<file path="config.mk">
export PLATFORM = sky130hd
export DESIGN_NAME = audio_mute_watch
export DESIGN_NICKNAME = d
export VERILOG_FILES = /design/src/rtl/mute_pkg.sv /design/src/rtl/mute_dp.sv /design/src/rtl/mute_ctl.sv /design/src/rtl/audio_mute_watch.sv
export SDC_FILE = /design/constraint.sdc
export NUM_CORES = 1
export LEC_CHECK = 0
export BUFFER_PORTS_ARGS = -buffer_cell sky130_fd_sc_hd__buf_4
export CORE_MARGIN = 4
export CORE_UTILIZATION = 48
export CTS_BUF_LIST = sky130_fd_sc_hd__clkbuf_8
export CTS_CLUSTER_DIAMETER = 80
export DETAILED_ROUTE_END_ITERATION = 8
export PLACE_DENSITY = 0.82
export SLEW_MARGIN = 0
export SYNTH_ARGS = -nofsm -noshare
export SYNTH_HDL_FRONTEND = slang
export SYNTH_SLANG_ARGS = --single-unit
</file>
<file path="constraint.sdc">
create_clock -name clk -period 2.45 [get_ports clk]
set_input_delay 0.6125 -clock clk [delete_from_list [all_inputs] [get_ports clk]]
set_output_delay 0.6125 -clock clk [all_outputs]
set_load 0.02 [all_outputs]
</file>
<file path="src/rtl/mute_pkg.sv">
package mute_pkg;
  // Strobes from control to datapath
  typedef struct packed {
    logic openFrame;  // re-arm accumulator, mark frame open
    logic dropAll;    // receiver off: discard run and frame
    logic zeroCnt;    // empty the silent run
    logic bumpCnt;    // extend the silent run by one
  } dpStrobe_t;

  // Status from datapath to control
  typedef struct packed {
    logic inFrame;     // a frame is currently open
    logic frameSilent; // every sample so far in the open frame was zero
    logic cntBelow;    // run is shorter than the effective threshold
    logic cntReach;    // one more silent frame meets the threshold
  } dpStatus_t;
endpackage

</file>
<file path="src/rtl/mute_dp.sv">
module mute_dp
  import mute_pkg::*;
#(
  parameter int SAMPLE_W = 24,
  parameter int CNT_W    = 6
) (
  input  logic                clk,
  input  logic                rstN,
  input  logic                sampleValid,
  input  logic [SAMPLE_W-1:0] sampleData,
  input  logic [CNT_W-1:0]    muteThresh,
  input  dpStrobe_t           strb,
  output dpStatus_t           stat
);
  localparam int EXT_W = CNT_W + 1;

  logic             inFrame;
  logic             allZero;
  logic [CNT_W-1:0] runCnt;
  logic [CNT_W-1:0] thrEff;
  logic [EXT_W-1:0] runNext;
  logic             sampleZero;

  assign sampleZero = (sampleData == '0);
  assign thrEff     = (muteThresh == '0) ? CNT_W'(1) : muteThresh;
  assign runNext    = {1'b0, runCnt} + EXT_W'(1);

  always_ff @(posedge clk) begin
    if (!rstN) begin
      inFrame <= 1'b0;
      allZero <= 1'b1;
      runCnt  <= '0;
    end else if (strb.dropAll) begin
      inFrame <= 1'b0;
      allZero <= 1'b1;
      runCnt  <= '0;
    end else begin
      if (strb.openFrame) begin
        inFrame <= 1'b1;
        allZero <= !(sampleValid && !sampleZero);
      end else if (sampleValid && inFrame) begin
        allZero <= allZero && sampleZero;
      end
      if (strb.zeroCnt)      runCnt <= '0;
      else if (strb.bumpCnt) runCnt <= runNext[CNT_W-1:0];
    end
  end

  assign stat.inFrame     = inFrame;
  assign stat.frameSilent = allZero;
  assign stat.cntBelow    = (runCnt < thrEff);
  assign stat.cntReach    = (runNext == {1'b0, thrEff});
endmodule

</file>
<file path="src/rtl/mute_ctl.sv">
module mute_ctl
  import mute_pkg::*;
(
  input  logic      clk,
  input  logic      rstN,
  input  logic      rxEnable,
  input  logic      frameStart,
  input  logic      muteClear,
  input  dpStatus_t stat,
  output dpStrobe_t strb,
  output logic      muteFlag
);
  logic closing;
  logic detect;

  assign closing = rxEnable && frameStart && stat.inFrame;

  always_comb begin
    strb           = '0;
    strb.dropAll   = !rxEnable;
    strb.openFrame = rxEnable && frameStart;
    strb.zeroCnt   = closing && !stat.frameSilent;
    strb.bumpCnt   = closing && stat.frameSilent && stat.cntBelow;
  end

  assign detect = strb.bumpCnt && stat.cntReach;

  always_ff @(posedge clk) begin
    if (!rstN)          muteFlag <= 1'b0;
    else if (detect)    muteFlag <= 1'b1;
    else if (muteClear) muteFlag <= 1'b0;
  end
endmodule

</file>
<file path="src/rtl/audio_mute_watch.sv">
module audio_mute_watch
  import mute_pkg::*;
#(
  parameter int SAMPLE_W = 24,
  parameter int CNT_W    = 6
) (
  input  logic                clk,
  input  logic                rstN,
  input  logic                rxEnable,
  input  logic                sampleValid,
  input  logic [SAMPLE_W-1:0] sampleData,
  input  logic                frameStart,
  input  logic [CNT_W-1:0]    muteThresh,
  input  logic                muteIrqEn,
  input  logic                muteClear,
  output logic                muteFlag,
  output logic                muteIrq
);
  dpStrobe_t strb;
  dpStatus_t stat;

  mute_dp #(.SAMPLE_W(SAMPLE_W), .CNT_W(CNT_W)) dp_i (
    .clk(clk), .rstN(rstN), .sampleValid(sampleValid), .sampleData(sampleData),
    .muteThresh(muteThresh), .strb(strb), .stat(stat)
  );

  mute_ctl ctl_i (
    .clk(clk), .rstN(rstN), .rxEnable(rxEnable), .frameStart(frameStart),
    .muteClear(muteClear), .stat(stat), .strb(strb), .muteFlag(muteFlag)
  );

  assign muteIrq = muteFlag && muteIrqEn;
endmodule

</file>
==> results of run 1 <==
-- area by class of cell --
type                            instances  share of cell area
Clock buffer                            3              0.0347
Clock inverter                          1             0.00316
Inverter                               11              0.0347
Multi-Input combinational cell         81               0.519
Sequential cell                         9               0.152
Tap cell                               16              0.0168
Timing Repair Buffer                   38               0.240
-- power breakdown --
group / internal [mW] / switching [mW] / total [mW]
logic: 0.0517 / 0.0322 / 0.0838
registers: 0.148 / 0.00131 / 0.150
clock network: 0.109 / 0.0595 / 0.169
-- worst paths after layout --
kind	from	endpoint	cells past startpoint
worst max-delay path	muteThresh[5]	dp_i.runCnt[1]$_SDFFE_PP0P_	9
worst min-delay path	ctl_i.muteFlag$_SDFFE_PN0P_	ctl_i.muteFlag$_SDFFE_PN0P_	2
worst max register to register	dp_i.runCnt[3]$_SDFFE_PP0P_	dp_i.runCnt[2]$_SDFFE_PP0P_	6
worst min register to register	ctl_i.muteFlag$_SDFFE_PN0P_	ctl_i.muteFlag$_SDFFE_PN0P_	2
-- state kept, by name (all words and copies together) (netlist names) --
signal / count
dp_i.runCnt: 6
dp_i.inFrame: 1
ctl_i.muteFlag: 1
dp_i.allZero: 1
-- cell families after synthesis --
family          Yosys count  synth area share
compound gates           21             0.194
mux                       1            0.0119
fa+ha+maj                 8             0.116
xor+xnor                  7            0.0727
flops                     9             0.214
simple gates             44             0.337
buf+inv                  12            0.0549
-- layout by cell type (no fill, tap or decap), drive strengths merged, types with 2 or more instances in the layout --
cell	synthesis	routed
a211oi	2	2
clkbuf	0	3
xor2	2	2
nor3	2	2
nand3	5	5
nor3b	2	2
nand2	7	7
and2	2	2
o211ai	2	2
o21ai	6	6
nor4b	2	2
ha	7	7
nand4	2	2
buf	1	38
a21oi	2	2
nor2	9	9
xnor2	5	5
dfxtp	9	9
or3	2	2
nor4	9	9
inv	11	12
-- stage by stage --
stage,worst slack (ps),hold WS [ps],power [mW]
after floorplan,405,492,0.179
after global placement,226,491,0.233
after detailed placement,185,508,0.236
after CTS,426,516,0.408
after global routing,241,538,0.421
final,431,505,0.402
-- layer usage --
metal / track usage / share of wire / up-vias
li1: - / - / 462
met1: 0.236 / 0.38 / 430
met2: 0.374 / 0.54 / 27
met3: 0.0753 / 0.069 / 2
met4: 0.0461 / 0.0050 / 0
met5: 0 / 0 / -
-- worst max-delay path: cells and delay by family --
family / cells / cell delay, ps
adders and majority gates: 1 / 160
AOI/OAI and AO/OA: 2 / 670
muxes: 1 / 170
buffers and inverters: 2 / 180
and+or+nand+nor: 3 / 320
==> qor.txt, run 1 <==
f_max -> 0.495 GHz
Layout area overhead -> 40.9%
Final min period -> 2020 ps
Total Wirelength -> 2400 um
Final Cell Area -> 0.00119 mm^2
initial antenna violation count -> 0
vias in the first global route -> 930
proportion of layout cells with a drive suffix above 1 -> 0.343
DP Area -> 0.00114 mm^2
Period Utilization, post-route -> 0.824
Crit-path slowest cell -> a21oi_1
Post-CTS Resized -> 0
CP required -> 2550 ps
class of the worst hold path -> reg2reg
Post-DRT Antenna Nets -> 0
Final Util -> 0.754
setup violators final -> 0
Avg Cell Area, Syn -> 8.27 um^2
synth cell count leaders -> 11 x inv_1, 9 x dfxtp_1, 9 x nor2_1
core area -> 0.00158 mm^2
EDFF count, synth -> 0
I/O Buffers -> 38
CTS Buf Count -> 3
area leader, netlist -> dfxtp_1
starting density of the core -> 0.535
share of the synthesized area in the top cell type -> 0.214
peak supply drop -> 0.286 mV
Slew @ Worst Pin -> 574 ps
Unique masters post-synth -> 38
RSZ-0062 raised after global routing -> false
Final Max Tran Viols -> 0
clock-pin slew on the worst setup and hold paths -> 40 ps
Rows -> 14
yosys warns -> 0
max cap viols -> 0
crit path max fanout -> 5
CTS H-Tree Depth -> 1
Via density -> 5.79
Die Ht -> 49.9 um
static leakage -> 0.513 nW
most frequent cell after synthesis -> inv_1
register area -> 180 um^2
width of the die -> 49.9 um
top post-synthesis cells by area -> dfxtp_1 21%, ha_1 10%, nor4_1 5.9%
DR iter-0 viols -> 8
largest net degree at the start of global routing -> 9
clock skew -> 2.29 ps
CP Launch Type -> input port
antenna diode count -> 0
multi-input logic area -> 617 um^2
GRT Residual Overflow -> 0
crit path cell chain -> buf_4, inv_1, a31o_2, ha_1, nand2b_1, a21oi_1, nor3_2, mux2i_1, nor2_1
Vias -> 921
gate count of the mapped netlist -> 102
Synth Flop Type -> dfxtp_1
Nets -> 188
WP data arrival -> 2120 ps
# IOs -> 39
setup_tns -> 0 ps
delay of the slowest critical-path stage -> 430 ps
register bit total from synthesis -> 9
CTS Hold Bufs -> 0
ys async rst share -> 0
syn_nets -> 146
slew margin rel. -> 0.616
FF-to-FF setup slack -> 520 ps
Tot GR Track Use -> 0.210
DRC Markers -> 0
DP HPWL -> 2030 um
Final Hold Viols -> 0
WS Path Type -> in2reg
RePlAce Congestion -> 0.903
Filler Cells Inserted -> 137
CTS tree -> yes
Post-CTS Setup Bufs -> 0
first-pass GRT wire length -> 4040 um
post-synthesis cell area -> 843 um^2
root buffer cell -> clkbuf_8
Crit. End Element -> register
Finished Layout Cells -> 159
die area -> 0.00249 mm^2
dpl cells -> 155
# clock sinks -> 9
Avg WL per Cell -> 15.1 um
clk_lat worst skew -> 230 ps
Seq/Total Area, Yosys -> 0.214
CTS max path bufs -> 2
total power divided by cell area -> 338 mW/mm^2
DRT Pass-1 Iters -> 4
status -> complete, no violations
(Power assumes the default switching activity.)
==> inputs of run 2 (changes only) <==
--- a/config.mk
+++ b/config.mk
@@ -7,11 +7,11 @@
 export LEC_CHECK = 0
 export BUFFER_PORTS_ARGS = -buffer_cell sky130_fd_sc_hd__buf_4
 export CORE_MARGIN = 4
-export CORE_UTILIZATION = 48
+export CORE_UTILIZATION = 43
 export CTS_BUF_LIST = sky130_fd_sc_hd__clkbuf_8
 export CTS_CLUSTER_DIAMETER = 80
 export DETAILED_ROUTE_END_ITERATION = 8
-export PLACE_DENSITY = 0.82
+export PLACE_DENSITY = 0.77
 export SLEW_MARGIN = 0
 export SYNTH_ARGS = -nofsm -noshare
 export SYNTH_HDL_FRONTEND = slang
==> constraint.sdc (replaced) <==
create_clock -name clk -period 1.8 [get_ports clk]
set_input_delay 0.45 -clock clk [delete_from_list [all_inputs] [get_ports clk]]
set_output_delay 0.45 -clock clk [all_outputs]
set_load 0.02 [all_outputs]
==> qor.txt, run 2 (same netlist as run 1, synthesis figures left out) <==
RR Startpoint -> dp_i.runCnt[1]$_SDFFE_PP0P_
peak supply drop -> 0.536 mV (+87%)
WP data arrival -> 1930 ps (-190 ps)
Final min period -> 1760 ps
Die Ht -> 52.3 um (+4.7%)
f_max -> 0.568 GHz
root buffer cell -> clkbuf_8
Worst Setup SP -> dp_i.runCnt[1]$_SDFFE_PP0P_
combinational share of power -> 0.240 (+0.032)
CTS tree -> yes
crit path cell chain -> ha_1, nand2_1, o41ai_1, nand4_1, o21ai_1
Top reg by flops -> dp_i.runCnt
Crit. End Element -> register
max cap viols -> 0 (unchanged)
total power divided by cell area -> 429 mW/mm^2 (+27%)
Total Wirelength -> 2730 um (+14%)
Crit-path slowest cell -> o41ai_1
most common cell after layout, fill and taps aside -> buf_4
clk_lat worst skew -> 240 ps (about the same)
Final Max Tran Viols -> 0 (unchanged)
largest net degree at the start of global routing -> 8 (-1)
clock-pin slew on the worst setup and hold paths -> 50 ps (about the same)
CP required -> 1970 ps (-580 ps)
starting density of the core -> 0.473 (-0.0619)
antenna diode count -> 0 (unchanged)
Slew @ Worst Pin -> 597 ps (+23.0 ps)
sw frac -> 0.243 (+0.0120)
final total power -> 0.574 mW (+43%)
status -> complete, no violations
register area -> 181 um^2 (+0.69%)
DRT Pass-1 Iters -> 4 (unchanged)
Clock power frac -> 0.405 (-0.014)
initial antenna violation count -> 0 (unchanged)
crit path max fanout -> 5 (unchanged)
setup_tns -> 0 ps (unchanged)
I/O Buffers -> 38 (unchanged)
multi-input logic area -> 679 um^2 (+10%)
Nets -> 198 (+5.3%)
sequential share of power -> 0.355 (-0.017)
Post-DRT Antenna Nets -> 0 (unchanged)
Avg WL per Cell -> 15.4 um (+1.8%)
Final Cell Area -> 0.00134 mm^2 (+13%)
static leakage -> 0.565 nW (+10%)
clock skew -> 3.99 ps (+1.70 ps)
die area -> 0.00273 mm^2 (+9.7%)
CP top delay family -> compound AO/OA/AOI/OAI gates
WS Path Type -> reg2reg
Filler Cells Inserted -> 118 (-14%)
setup violators final -> 0 (unchanged)
internal power -> 0.434 mW (+40%)
core area -> 0.00178 mm^2 (+13%)
width of the die -> 52.3 um (+4.7%)
Switching Power -> 0.140 mW (+50%)
DRC Markers -> 0 (unchanged)
DP HPWL -> 2040 um (+0.52%)
Post-CTS Setup Bufs -> 0 (unchanged)
hold slack -> 433 ps (-72.2 ps)
CTS H-Tree Depth -> 1 (unchanged)
Via density -> 5.42 (-6.5%)
Layout area overhead -> 58.8%
# IOs -> 39 (unchanged)
DP Area -> 0.00123 mm^2 (+7.9%)
CTS Hold Bufs -> 0 (unchanged)
DR iter-0 viols -> 11 (+3)
RePlAce Congestion -> 0.869 (-3.8%)
CP Launch Type -> register
max reg flops -> 6 (unchanged)
class of the worst hold path -> in2reg
slew margin rel. -> 0.600 (-0.0154)
first-pass GRT wire length -> 3670 um (-9.1%)
Tot GR Track Use -> 0.181 (-0.0290)
Final Hold Viols -> 0 (unchanged)
dpl cells -> 174 (+12%)
# clock sinks -> 9 (unchanged)
proportion of layout cells with a drive suffix above 1 -> 0.444 (+0.102)
Period Utilization, post-route -> 0.979
CTS Buf Count -> 3 (unchanged)
CTS max path bufs -> 2 (unchanged)
hold path startpoint -> rxEnable
Rows -> 15 (+1)
GRT Residual Overflow -> 0 (unchanged)
most frequent cells in the layout -> 48 x buf_4, 12 x inv_1, 8 x nor2_1, 8 x dfxtp_1
CP bufs+invs -> 0 (-2)
Vias -> 964 (+4.7%)
Finished Layout Cells -> 178 (+12%)
vias in the first global route -> 895 (-3.8%)
delay of the slowest critical-path stage -> 450 ps (+20 ps)
## run 2: layer usage
metal | share of wire | vias up | track usage | wire length (um)
li1 | - | 481 | - | -
met1 | 0.39 | 459 | 0.207 | 1060
met2 | 0.56 | 20 | 0.316 | 1530
met3 | 0.040 | 4 | 0.0684 | 109
met4 | 0.012 | 0 | 0.0383 | 34
met5 | 0 | - | 0 | 0
## run 2: worst paths after layout
check / end / slack (ps) / cells past startpoint
worst max register to register: ctl_i.muteFlag$_SDFFE_PN0P_ / 40 / 5
worst max-delay path: ctl_i.muteFlag$_SDFFE_PN0P_ / 40 / 5
worst min-delay path: dp_i.allZero$_SDFFE_PN1P_ / 430 / 2
worst min register to register: ctl_i.muteFlag$_SDFFE_PN0P_ / 500 / 2
## run 2: metrics by stage
stage / worst slack [ps] / util
3_5_place_dp: -206 / 0.692
5_1_grt: -108 / 0.751
3_3_place_gp: -150 / 0.692
6_report: 38.6 / 0.751
2_1_floorplan: 32.3 / -
4_1_cts: 0.471 / 0.717
## run 2: what timing repair did
action,in CTS,in global routing
endpoints found under the hold margin,0,0
gates resized for setup,0,10
setup endpoints to repair,1,7
pin swaps,1,2
## run 2: power groups by stage
stage	Clock [mW]	Sequential [mW]	Combinational (mW)
final	0.232	0.204	0.138
after global routing	0.250	0.204	0.149
after CTS	0.233	0.204	0.126
after detailed placement	0	0.207	0.124
after global placement	0	0.207	0.121
after floorplan	0	0.207	0.0377
## run 2: final cells by class
type,instances,area share
clock buffers,3,0.0308
flip-flops and latches,9,0.136
well taps,25,0.0234
multi-input cells,81,0.507
inverters,11,0.0308
repair buffers,48,0.269
clock inverters,1,0.00280
==> inputs of run 3 (changes only) <==
==> constraint.sdc (replaced) <==
create_clock -name clk -period 1.8 [get_ports clk]
set_input_delay 0.27 -clock clk [delete_from_list [all_inputs] [get_ports clk]]
set_output_delay 0.27 -clock clk [all_outputs]
set_load 0.02 [all_outputs]
==> qor.txt, run 3 (same netlist as run 1, synthesis figures left out) <==
status -> complete, no violations
I/O Buffers -> 38 (unchanged)
max reg flops -> 6 (unchanged)
class of the worst hold path -> in2reg
Top reg by flops -> dp_i.runCnt
hold path cells -> 2 (unchanged)
CP required -> 1890 ps (-80 ps)
CTS max path bufs -> 2 (unchanged)
Hold EP -> dp_i.allZero$_SDFFE_PN1P_
total power divided by cell area -> 428 mW/mm^2 (-0.17%)
most common cell after layout, fill and taps aside -> buf_4
Crit. End Element -> register
crit path max fanout -> 4 (-1)
Total Wirelength -> 2680 um (-2.1%)
DP HPWL -> 2150 um (+5.4%)
Vias -> 973 (+0.93%)
Rows -> 15 (unchanged)
CTS Buf Count -> 3 (unchanged)
Nets -> 199 (+0.51%)
most frequent cells in the layout -> 49 x buf_4, 12 x inv_1, 9 x dfxtp_1
largest net degree at the start of global routing -> 8 (unchanged)
core area -> 0.00178 mm^2 (unchanged)
global routing usage on met2 -> 0.368 (+0.0517)
starting density of the core -> 0.473 (unchanged)
CP Launch Type -> register
vias in the first global route -> 977 (+9.2%)
Via density -> 5.44 (+0.37%)
R2R depth -> 6 (+1)
Period Utilization, post-route -> 0.959 (-0.0195)
clk_lat worst skew -> 230 ps (about the same)
hold path startpoint -> rxEnable
DRC Markers -> 0 (unchanged)
clock skew -> 2.12 ps (-1.87 ps)
width of the die -> 52.3 um (unchanged)
DRT Pass-1 Iters -> 4 (unchanged)
multi-input logic area -> 648 um^2 (-4.6%)
CTS Hold Bufs -> 0 (unchanged)
dpl cells -> 175 (+0.57%)
root buffer cell -> clkbuf_8
met3 Track Usage GR -> 0.0684 (unchanged)
Avg WL per Cell -> 14.9 um (-2.6%)
setup violators final -> 0 (unchanged)
Final min period -> 1730 ps (-35.1 ps)
setup ws final -> 73.7 ps (+35.1 ps)
f_max -> 0.579 GHz (+2.0%)
DR iter-0 viols -> 27 (+16)
setup_tns -> 0 ps (unchanged)
clock-pin slew on the worst setup and hold paths -> 50 ps (about the same)
max cap viols -> 0 (unchanged)
RR Startpoint -> dp_i.runCnt[3]$_SDFFE_PP0P_
first-pass GRT wire length -> 4190 um (+14%)
RePlAce Congestion -> 0.803 (-7.5%)
WS Path Type -> reg2reg
CTS H-Tree Depth -> 1 (unchanged)
static leakage -> 0.565 nW (about the same)
register area -> 180 um^2 (-0.69%)
# clock sinks -> 9 (unchanged)
Layout area overhead -> 55.8%
reg2reg end -> dp_i.runCnt[4]$_SDFFE_PP0P_
slew margin rel. -> 0.577 (-0.0232)
WP data arrival -> 1820 ps (-110 ps)
Slew @ Worst Pin -> 632 ps (+34.7 ps)
die area -> 0.00273 mm^2 (unchanged)
Finished Layout Cells -> 179 (+0.56%)
CTS tree -> yes
Final Hold Viols -> 0 (unchanged)
Filler Cells Inserted -> 137 (+16%)
met1 Usage GRT -> 0.230 (+0.0224)
Die Ht -> 52.3 um (unchanged)
FF-to-FF setup slack -> 70 ps (+40 ps)
Place WS -> -106 ps (+100 ps)
Post-DRT Antenna Nets -> 0 (unchanged)
peak supply drop -> 0.590 mV (+10%)
busiest grt layer -> met2
antenna diode count -> 0 (unchanged)
Final Util -> 0.737 (-0.0140)
Tot GR Track Use -> 0.202 (+0.0213)
proportion of layout cells with a drive suffix above 1 -> 0.416 (-0.0289)
GRT Residual Overflow -> 0 (unchanged)
Post-CTS Setup Bufs -> 0 (unchanged)
# IOs -> 39 (unchanged)
initial antenna violation count -> 0 (unchanged)
Final Max Tran Viols -> 0 (unchanged)
run 3: repair_timing:
item / in CTS / in global routing
endpoints found under the setup margin: 1 / 7
pin swaps: 0 / 3
resized for setup: 1 / 5
run 3: power breakdown:
group	internal, mW	leakage (nW)	switching [mW]	total (mW)
logic	0.0798	0.465	0.0490	0.129
registers	0.202	0.0728	0.00167	0.204
clock network	0.149	0.0269	0.0810	0.230
total	0.430	0.565	0.132	0.562
run 3: critical path, stage by stage, from the launching register on:
cell	delay [ps]
dfxtp_1	330
ha_1	330
a211oi_2	250
nor2_2	130
nor4_2	320
xnor2_1	160
nor2_1	60
run 3: final cells by class:
type	instances	share of cell area
clock buffers	3	0.0314
clock inverters	1	0.00286
repair buffers	49	0.280
flip-flops and latches	9	0.137
multi-input cells	81	0.493
well taps	25	0.0238
inverters	11	0.0314
run 3: worst max-delay path by stage:
| stage | cells after the start | to | slack, ps | from |
|---|---|---|---|---|
| floorplan | 8 | dp_i.runCnt[5]$_SDFFE_PP0P_ | 100 | muteThresh[5] |
| finish | 6 | dp_i.runCnt[4]$_SDFFE_PP0P_ | 70 | dp_i.runCnt[3]$_SDFFE_PP0P_ |
| global route | 6 | dp_i.runCnt[4]$_SDFFE_PP0P_ | -4 | dp_i.runCnt[3]$_SDFFE_PP0P_ |
| global placement | 9 | dp_i.runCnt[1]$_SDFFE_PP0P_ | -50 | muteThresh[4] |
| detailed placement | 9 | dp_i.runCnt[4]$_SDFFE_PP0P_ | -110 | muteThresh[5] |
| CTS | 6 | dp_i.runCnt[1]$_SDFFE_PP0P_ | 20 | dp_i.runCnt[3]$_SDFFE_PP0P_ |
run 3: metal layers:
metal  up-vias  wire length (um)
met3         0               120
met1       468              1040
met5         -                 0
met4         0                 0
met2        19              1510
li1        486                 -
run 3: metrics by stage:
stage | power, mW | hold WS, ps | area, um^2
after floorplan | 0.244 | 342 | 843
after global placement | 0.328 | 486 | 1240
after detailed placement | 0.331 | 491 | 1240
after CTS | 0.562 | 251 | 1290
after global routing | 0.590 | 255 | 1310
final | 0.562 | 253 | 1310
